## src/rtl/supsw_pkg.sv

```systemverilog
package supsw_pkg;
  typedef enum logic {
    MODE_MAIN   = 1'b0,
    MODE_BACKUP = 1'b1
  } supply_mode_e;

  typedef struct packed {
    logic on_battery;
    logic low_line_n;
    logic pf_out;
    logic supply_ok;
  } status_t;

  localparam status_t STATUS_SAFE = '{
    on_battery: 1'b1,
    low_line_n: 1'b0,
    pf_out:     1'b0,
    supply_ok:  1'b0
  };
endpackage

```

## src/rtl/supsw_switchover.sv

```systemverilog
module supsw_switchover
  import supsw_pkg::*;
#(
  parameter int CODE_W    = 12,
  parameter int SW_UP_MV  = 70,
  parameter int SW_DN_MV  = 50
) (
  input  logic              clk,
  input  logic              rst,
  input  logic              sample_valid,
  input  logic [CODE_W-1:0] vcc_mv,
  input  logic [CODE_W-1:0] bat_mv,
  output supply_mode_e      mode_next,
  output supply_mode_e      mode_q
);
  localparam int DW = CODE_W + 1;

  logic signed [DW-1:0] margin;
  int                   margin_i;

  assign margin   = $signed({1'b0, vcc_mv}) - $signed({1'b0, bat_mv});
  assign margin_i = int'(margin);

  always_comb begin
    mode_next = mode_q;
    if (sample_valid) begin
      if (mode_q == MODE_BACKUP && margin_i >= SW_UP_MV)
        mode_next = MODE_MAIN;
      else if (mode_q == MODE_MAIN && margin_i <= SW_DN_MV)
        mode_next = MODE_BACKUP;
    end
  end

  always_ff @(posedge clk) begin
    if (rst) mode_q <= MODE_BACKUP;
    else     mode_q <= mode_next;
  end

  assert_go_main_R2: assert property (@(posedge clk) disable iff (rst)
    (sample_valid && mode_q == MODE_BACKUP && margin_i >= SW_UP_MV) |=> (mode_q == MODE_MAIN));

  assert_go_backup_R3: assert property (@(posedge clk) disable iff (rst)
    (sample_valid && mode_q == MODE_MAIN && margin_i <= SW_DN_MV) |=> (mode_q == MODE_BACKUP));

  assert_hold_band_R3: assert property (@(posedge clk) disable iff (rst)
    (sample_valid && margin_i > SW_DN_MV && margin_i < SW_UP_MV) |=> $stable(mode_q));
endmodule

```

## src/rtl/supsw_lowline.sv

```systemverilog
module supsw_lowline #(
  parameter int CODE_W       = 12,
  parameter int TH_RESET_MV  = 2900,
  parameter int HYS_RESET_MV = 40
) (
  input  logic              clk,
  input  logic              rst,
  input  logic              sample_valid,
  input  logic [CODE_W-1:0] vcc_mv,
  output logic              below_next,
  output logic              below_q
);
  localparam int TH_RELEASE = TH_RESET_MV + HYS_RESET_MV;

  int vcc_i;
  assign vcc_i = int'({1'b0, vcc_mv});

  always_comb begin
    below_next = below_q;
    if (sample_valid) begin
      if (vcc_i < TH_RESET_MV)      below_next = 1'b1;
      else if (vcc_i > TH_RELEASE)  below_next = 1'b0;
    end
  end

  always_ff @(posedge clk) begin
    if (rst) below_q <= 1'b1;
    else     below_q <= below_next;
  end

  assert_trip_R4: assert property (@(posedge clk) disable iff (rst)
    (sample_valid && vcc_i < TH_RESET_MV) |=> below_q);

  assert_release_R4: assert property (@(posedge clk) disable iff (rst)
    (sample_valid && vcc_i > TH_RELEASE) |=> !below_q);

  assert_band_hold_R4: assert property (@(posedge clk) disable iff (rst)
    (sample_valid && vcc_i >= TH_RESET_MV && vcc_i <= TH_RELEASE) |=> $stable(below_q));
endmodule

```

## src/rtl/supsw_pfcmp.sv

```systemverilog
module supsw_pfcmp #(
  parameter int CODE_W   = 12,
  parameter int PF_TH_MV = 1300
) (
  input  logic              clk,
  input  logic              rst,
  input  logic              sample_valid,
  input  logic [CODE_W-1:0] sense_mv,
  output logic              pf_good_next
);
  logic pf_good_q;
  int   sense_i;

  assign sense_i      = int'({1'b0, sense_mv});
  assign pf_good_next = sample_valid ? (sense_i >= PF_TH_MV) : pf_good_q;

  always_ff @(posedge clk) begin
    if (rst) pf_good_q <= 1'b0;
    else     pf_good_q <= pf_good_next;
  end

  assert_no_hys_R8: assert property (@(posedge clk) disable iff (rst)
    (sample_valid && sense_i < PF_TH_MV) |=> !pf_good_q);
endmodule

```

## src/rtl/supsw_outgate.sv

```systemverilog
module supsw_outgate
  import supsw_pkg::*;
(
  input  logic         clk,
  input  logic         rst,
  input  supply_mode_e mode_next,
  input  logic         below_next,
  input  logic         pf_good_next,
  input  logic         ce_in_n,
  output logic         on_battery,
  output logic         low_line_n,
  output logic         ce_out_n,
  output logic         pf_out,
  output logic         supply_ok
);
  status_t st_next, st_q;
  logic    healthy_next;

  assign healthy_next = (mode_next == MODE_MAIN) && !below_next;

  always_comb begin
    if (mode_next == MODE_BACKUP) begin
      st_next = STATUS_SAFE;
    end else begin
      st_next.on_battery = 1'b0;
      st_next.low_line_n = !below_next;
      st_next.pf_out     = pf_good_next;
      st_next.supply_ok  = healthy_next;
    end
  end

  always_ff @(posedge clk) begin
    if (rst) begin
      st_q     <= STATUS_SAFE;
      ce_out_n <= 1'b1;
    end else begin
      st_q     <= st_next;
      ce_out_n <= ce_in_n | !healthy_next;
    end
  end

  assign on_battery = st_q.on_battery;
  assign low_line_n = st_q.low_line_n;
  assign pf_out     = st_q.pf_out;
  assign supply_ok  = st_q.supply_ok;

  assert_safe_state_R5: assert property (@(posedge clk) disable iff (rst)
    on_battery |-> (!low_line_n && !pf_out && !supply_ok && ce_out_n));

  assert_ce_block_R7: assert property (@(posedge clk) disable iff (rst)
    !supply_ok |-> ce_out_n);

  assert_ok_lowline_R9: assert property (@(posedge clk) disable iff (rst)
    supply_ok |-> (low_line_n && !on_battery));
endmodule

```

## src/rtl/supply_gate_ctrl.sv

```systemverilog
module supply_gate_ctrl
  import supsw_pkg::*;
#(
  parameter int CODE_W       = 12,
  parameter int SW_UP_MV     = 70,
  parameter int SW_DN_MV     = 50,
  parameter int TH_RESET_MV  = 2900,
  parameter int HYS_RESET_MV = 40,
  parameter int PF_TH_MV     = 1300
) (
  input  logic              clk,
  input  logic              rst,
  input  logic              sample_valid,
  input  logic [CODE_W-1:0] vcc_mv,
  input  logic [CODE_W-1:0] bat_mv,
  input  logic [CODE_W-1:0] sense_mv,
  input  logic              ce_in_n,
  output logic              on_battery,
  output logic              low_line_n,
  output logic              ce_out_n,
  output logic              pf_out,
  output logic              supply_ok
);
  supply_mode_e mode_next, mode_q;
  logic         below_next, below_q;
  logic         pf_good_next;

  supsw_switchover #(
    .CODE_W(CODE_W), .SW_UP_MV(SW_UP_MV), .SW_DN_MV(SW_DN_MV)
  ) u_switch (
    .clk(clk), .rst(rst), .sample_valid(sample_valid),
    .vcc_mv(vcc_mv), .bat_mv(bat_mv),
    .mode_next(mode_next), .mode_q(mode_q)
  );

  supsw_lowline #(
    .CODE_W(CODE_W), .TH_RESET_MV(TH_RESET_MV), .HYS_RESET_MV(HYS_RESET_MV)
  ) u_lowline (
    .clk(clk), .rst(rst), .sample_valid(sample_valid),
    .vcc_mv(vcc_mv), .below_next(below_next), .below_q(below_q)
  );

  supsw_pfcmp #(
    .CODE_W(CODE_W), .PF_TH_MV(PF_TH_MV)
  ) u_pf (
    .clk(clk), .rst(rst), .sample_valid(sample_valid),
    .sense_mv(sense_mv), .pf_good_next(pf_good_next)
  );

  supsw_outgate u_gate (
    .clk(clk), .rst(rst),
    .mode_next(mode_next), .below_next(below_next), .pf_good_next(pf_good_next),
    .ce_in_n(ce_in_n),
    .on_battery(on_battery), .low_line_n(low_line_n), .ce_out_n(ce_out_n),
    .pf_out(pf_out), .supply_ok(supply_ok)
  );

  assert_mode_flag_R6: assert property (@(posedge clk) disable iff (rst)
    on_battery == (mode_q == MODE_BACKUP));

  assert_lowline_R5: assert property (@(posedge clk) disable iff (rst)
    low_line_n == !(below_q || mode_q == MODE_BACKUP));

  assert_idle_R10: assert property (@(posedge clk) disable iff (rst)
    !sample_valid |=> ($stable(on_battery) && $stable(low_line_n) && $stable(pf_out) && $stable(supply_ok)));
endmodule

```

## config.mk

```make
export PLATFORM = sky130hd
export DESIGN_NAME = supply_gate_ctrl
export DESIGN_NICKNAME = d
export VERILOG_FILES = /design/src/rtl/supsw_pkg.sv /design/src/rtl/supsw_switchover.sv /design/src/rtl/supsw_lowline.sv /design/src/rtl/supsw_pfcmp.sv /design/src/rtl/supsw_outgate.sv /design/src/rtl/supply_gate_ctrl.sv
export SDC_FILE = /design/constraint.sdc
export NUM_CORES = 1
export LEC_CHECK = 0
export CORE_ASPECT_RATIO = 1.1
export CORE_UTILIZATION = 40
export CTS_CLUSTER_SIZE = 20
export DETAILED_ROUTE_END_ITERATION = 10
export GPL_ROUTABILITY_DRIVEN = 0
export PLACE_DENSITY = 0.79
export SETUP_SLACK_MARGIN = 0.4
export SLEW_MARGIN = 20
export SYNTH_ARGS = -nofsm -noshare
export SYNTH_HDL_FRONTEND = slang
export SYNTH_HIERARCHICAL = 1
export SYNTH_SLANG_ARGS = --single-unit
```

## constraint.sdc

```tcl
create_clock -name clk -period 9.7 [get_ports clk]
set_input_delay 2.91 -clock clk [delete_from_list [all_inputs] [get_ports clk]]
set_output_delay 2.91 -clock clk [all_outputs]
set_load 0.01 [all_outputs]
```

==> flow_summary.json, run 1 <==
{
  "dp_cells": 229,
  "netlist_area_um2": 1180,
  "worst-path-buf-inv": 2,
  "detail_route.wl_per_cell_um": 13.4,
  "clkLatencyLatePin_ps": 250,
  "p_total_uw": 139,
  "max-slew-margin-rel_pct": 75.2,
  "fmax_mhz": 170,
  "p_per_area_nw_per_um2": 84.5,
  "ios": 45,
  "crit_fanout": 5,
  "vias": 1353,
  "synth_edf_count": 0,
  "clkTransAtPathRegs_ps": 50,
  "yosysWarnings": 6,
  "syn_area_per_cell_um2": 7.44,
  "yosysSeqAreaShare_pct": 13.5,
  "path_class": "primary input to register",
  "worst_clock_skew_ps": 5.75,
  "critical_path_required_ps": 9820,
  "finalHoldViolCount": 0,
  "setup.worst_path.end_class": "register",
  "crit_slowest_cell": "or4_1",
  "dominantRegCellSynth": "dfxtp_1",
  "antenna_found_initial": 0,
  "final_cell_count_no_fill": 232,
  "cellLeakagePower_nw": 0.691,
  "finalSetupViolCount": 0,
  "cap_violations": 0,
  "seqPwrFrac_pct": 25.5,
  "power_frac_comb_pct": 56.7,
  "synth-seq-cells": 8,
  "fin_ws_ps": 3800,
  "wl_mm": 3.10,
  "min_path_type": "register to register",
  "cts_root_buffer": "clkbuf_4",
  "fp.dieW_um": 53.8,
  "grt_max_degree": 10,
  "synthSimpleGateAreaFrac_pct": 29.9,
  "outcome": "finished clean",
  "postSynthCellCount": 159,
  "tightest_slew_ps": 372,
  "drive_gt1_share_pct": 7.54,
  "synth_fp_nets": 212,
  "dp_slack_ps": 3580,
  "cpPeakStageDelay_ps": 490,
  "final_period_minus_worst_setup_slack_ps": 5900,
  "p_int_uw": 88.7,
  "cts_setup_buffers": 0,
  "synth-compound-area-share_pct": 32.9,
  "detail_route.iter0.violations": 29,
  "grt_usage_pct": 22.3,
  "drc_errors": 0,
  "areaGrowthSynthToFinish_pct": 38.6,
  "critPathArrivalTime_ps": 6020,
  "die_area_um2": 3180,
  "start_kind": "primary input",
  "die_h_um": 59.0,
  "rsz0062_at_grt": "false",
  "grt_pass1_wl_mm": 5.33,
  "synth-adder-area-share_pct": 14.4,
  "final.setup.tns_ps": 0,
  "numCtsBuffers": 3,
  "synth_top_family_by_area": "compound AO/OA/AOI/OAI gates",
  "gr-total-overflow": 0,
  "post_cts_resized": 0,
  "synthXorXnorAreaFrac_pct": 1.48,
  "fin_hold_ws_ps": 556,
  "fin_crit_sh_pct": 60.8,
  "cpLargestDelayFamily": "simple AND/OR/NAND/NOR gates",
  "ys_types": 49,
  "io_buffers": 42,
  "hpwl_mm": 2.56,
  "ir_worst_vdd_mv": 0.0543,
  "ctsHoldBuffers": 0,
  "synthArstFlopShare_pct": 0,
  "slew_viol_final": 0,
  "p_sw_share_pct": 36.0,
  "core_um2": 2780,
  "fin_nets": 254,
  "worstPathCellList": "clkdlybuf4s50_1 -> inv_1 -> ha_1 -> fa_1 -> nor2b_1 -> o2111a_1 -> or2_2 -> xor2_1 -> o32ai_1 -> o211ai_1 -> nand3_1 -> or4_1",
  "switchingPower_uw": 49.9,
  "synth_mux_area_share_pct": 0,
  "start_util_pct": 42.6,
  "cts_sinks": 8,
  "antenna_cells": 0,
  "firstDrtPassIters": 4,
  "grt_pass1_vias": 1331,
  "clock_path_buffers": 2,
  "clkPwrFrac_pct": 17.8,
  "ant_nets": 0,
  "vias_per_cell": 5.83,
  "cts_tree": "yes",
  "htreeDepth": 1,
  "num_rows": 20
}
worst min-delay path, cell delays in order, from the launching register on:
cell      delay (ps)
dfxtp_1          350
a31oi_2          100
nand3b_1          70
cell families (layout without fill, tap and decap cells):
family	after synthesis	in the layout
adders and majority gates	13	13
buffers and inverters	22	62
AOI/OAI and AO/OA	54	54
and+or+nand+nor	60	60
DFF	8	8
xor gates and xnor gates	2	2
per-stage QoR:
stage	cell area [um2]	util (%)
floorplan	1180	-
CTS	1640	59.0
finish	1640	59.0
detailed placement	1620	58.2
global route	1640	59.0
global placement	1620	58.2
cells in the mapped netlist (5+ instances only):
library cell | count | area share (%)
a21oi_1 | 8 | 3.4
ha_1 | 12 | 13
inv_1 | 17 | 5.4
dfxtp_1 | 8 | 14
nand3_1 | 6 | 2.5
o21a_1 | 5 | 3.2
or2_2 | 5 | 2.6
a211oi_1 | 5 | 3.2
nor3_1 | 7 | 3.0
nor2_1 | 7 | 2.2
nand2_1 | 11 | 3.5
o21ai_0 | 10 | 4.2
power by group through the flow:
stage / Clock [mW] / Sequential (mW) / Combinational, mW
final: 0.0247 / 0.0354 / 0.0785
after global routing: 0.0284 / 0.0354 / 0.0877
after detailed placement: 0 / 0.0360 / 0.0778
after CTS: 0.0259 / 0.0354 / 0.0782
after floorplan: 0 / 0.0363 / 0.0488
after global placement: 0 / 0.0359 / 0.0752
sequential cells by signal, indices dropped and copies added (netlist names):
register and cells:
u_gate/ce_out_n 1, u_gate/low_line_n 1, u_gate/on_battery 1, u_gate/pf_out 1, u_gate/supply_ok 1, u_lowline/below_q 1, u_pf/pf_good_q 1, u_switch/mode_q 1
cell type report:
cell class,instances,area [um2]
flip-flops and latches,8,160
inverters,17,63.8
repair buffers,42,420
multi-input cells,129,931
fillers,263,1140
clock buffers,3,22.5
well taps,33,41.3
layer usage:
layer,share of wire [%],global-route usage (%),vias up
met1,41,25.4,631
met5,0,0,-
met4,0.29,6.02,0
met2,52,41.1,45
met3,6.3,3.85,2
li1,-,-,675
placed cells by master, fill, tap and decap left out, drive strengths merged, types with 3 or more instances in the layout:
cell           instances
nor2b                  3
a211oi                 6
o211ai                 4
nor3                   8
a21o                   4
inv                   17
nor2                   7
nand3                  6
a21oi                  8
dfxtp                  8
nand3b                 4
o22ai                  4
o21a                   5
or2                    6
o21ai                 11
clkbuf                 3
nand2                 11
ha                    12
clkdlybuf4s50         42
path summary, 6_finish.rpt:
check                    startpoint                end  slack [ps]  depth (start not counted)
setup reg to reg    u_switch/mode_q    u_gate/ce_out_n        8160                          5
hold reg to reg   u_lowline/below_q  u_lowline/below_q         560                          2
hold / removal    u_lowline/below_q  u_lowline/below_q         560                          2
setup / recovery          vcc_mv[0]    u_gate/ce_out_n        3800                         12
No activity file was read; power rests on OpenSTA's default activity.
==> inputs of run 2 (changes only) <==
--- a/config.mk
+++ b/config.mk
@@ -10,7 +10,7 @@
 export CTS_CLUSTER_SIZE = 20
 export DETAILED_ROUTE_END_ITERATION = 10
 export GPL_ROUTABILITY_DRIVEN = 0
-export PLACE_DENSITY = 0.79
+export PLACE_DENSITY = 0.82
 export SETUP_SLACK_MARGIN = 0.4
 export SLEW_MARGIN = 20
 export SYNTH_ARGS = -nofsm -noshare
==> constraint.sdc (replaced) <==
create_clock -name clk -period 5.2 [get_ports clk]
set_input_delay 1.56 -clock clk [delete_from_list [all_inputs] [get_ports clk]]
set_output_delay 1.56 -clock clk [all_outputs]
set_load 0.01 [all_outputs]
==> flow_summary.json, run 2 (synthesis results as in run 1) <==
{
  "cts_setup_buffers": 0,
  "worstPathCellList": "clkdlybuf4s50_1 -> inv_1 -> ha_1 -> fa_1 -> nor2b_1 -> o2111a_1 -> or2_2 -> xor2_1 -> o32ai_1 -> o211ai_1 -> nand3_1 -> or4_1",
  "antenna_cells": 0,
  "max-slew-margin-rel_pct": 73.3,
  "drc_errors": 0,
  "cts_root_buffer": "clkbuf_4",
  "path_class": "primary input to register",
  "num_rows": 20,
  "ir_worst_vdd_mv": 0.123,
  "vias_per_cell": 5.86,
  "die_area_um2": 3180,
  "critical_path_required_ps": 5320,
  "p_per_area_nw_per_um2": 159,
  "crit_fanout": 5,
  "grt_max_degree": 10,
  "ios": 45,
  "critPathArrivalTime_ps": 4660,
  "finalHoldViolCount": 0,
  "fin_crit_sh_pct": 87.3,
  "seqCellArea_um2": 160,
  "detail_route.wl_per_cell_um": 13.6,
  "final.setup.tns_ps": 0,
  "outcome": "finished clean",
  "cap_violations": 0,
  "start_util_pct": 42.6,
  "fp.dieW_um": 53.8,
  "crit_slowest_cell": "or4_1",
  "io_buffers": 42,
  "firstDrtPassIters": 4,
  "multi_input_area_um2": 931,
  "layout_common_cells": "clkdlybuf4s50_1 (42), inv_1 (17), ha_1 (12)",
  "worst_clock_skew_ps": 3.07,
  "core_um2": 2780,
  "cts_tree": "yes",
  "grt_usage_pct": 20.9,
  "timing.critical_path.from": "vcc_mv[0]",
  "start_kind": "primary input",
  "cts_sinks": 8,
  "ant_nets": 0,
  "htreeDepth": 1,
  "num-fill-cells": 251,
  "setup.worst_path.end_class": "register",
  "fin_hold_ws_ps": 540,
  "fin_util_pct": 59.0,
  "cellLeakagePower_nw": 0.691,
  "vias": 1360,
  "min_path_type": "register to register",
  "final_period_minus_worst_setup_slack_ps": 4540,
  "drive_gt1_share_pct": 7.54,
  "mostFrequentLayoutCell": "clkdlybuf4s50_1",
  "areaGrowthSynthToFinish_pct": 38.6,
  "grt_pass1_wl_mm": 5.04,
  "fin_nets": 254,
  "min_from": "u_lowline/below_q",
  "p_total_uw": 261,
  "clock_path_buffers": 2,
  "slew_viol_final": 0,
  "clkLatencyLatePin_ps": 250,
  "detail_route.iter0.violations": 49,
  "fmax_mhz": 220,
  "ctsHoldBuffers": 0,
  "post_cts_resized": 0,
  "wl_mm": 3.15,
  "grt_pass1_vias": 1268,
  "rsz0062_at_grt": "false",
  "hpwl_mm": 2.59,
  "cpPeakStageDelay_ps": 510,
  "die_h_um": 59.0,
  "finalSetupViolCount": 0,
  "r2r_start": "u_switch/mode_q",
  "antenna_found_initial": 0,
  "tightest_slew_ps": 400,
  "clkTransAtPathRegs_ps": 50,
  "numCtsBuffers": 3,
  "gr-total-overflow": 0
}
[run 2: cell counts in the layout (fill, tap and decap cells not counted)]
Identical to the previous run, type by type.
[run 2: metrics by stage]
stage,area [um2],cells,worst slack (ps)
floorplan,1180,159,1250
global placement,1620,229,525
detailed placement,1620,229,440
CTS,1640,232,693
global route,1640,232,509
finish,1640,232,659
[run 2: final cells by class]
class / count / area share, %
Multi-Input combinational cell: 129 / 56.8
Timing Repair Buffer: 42 / 25.6
Sequential cell: 8 / 9.77
Inverter: 17 / 3.89
Tap cell: 33 / 2.52
Clock buffer: 3 / 1.37
[run 2: routing by layer]
layer	global-route usage, %	up-vias	routed length [um]
li1	-	678	-
met1	24.4	624	1350
met2	37.6	52	1560
met3	3.08	6	182
met4	7.14	0	49
met5	0	-	0
[run 2: final timing paths]
path	endpoint	slack (ps)	cells after the start
setup / recovery	u_gate/ce_out_n	660	12
hold / removal	u_lowline/below_q	540	2
setup reg to reg	u_gate/ce_out_n	3640	5
hold reg to reg	u_lowline/below_q	540	2
[run 2: report_power, final]
part	internal, mW	total (mW)	switching, mW
combinational	0.0744	0.148	0.0735
sequential	0.0646	0.0660	0.00139
clock	0.0264	0.0470	0.0206
[run 2: worst max-delay path: cells and delay by family]
kind | cells | cell delay (ps)
AOI/OAI and AO/OA | 3 | 600
xor gates and xnor gates | 1 | 200
adders and majority gates | 2 | 620
buffers and inverters | 2 | 520
and+or+nand+nor | 4 | 1170
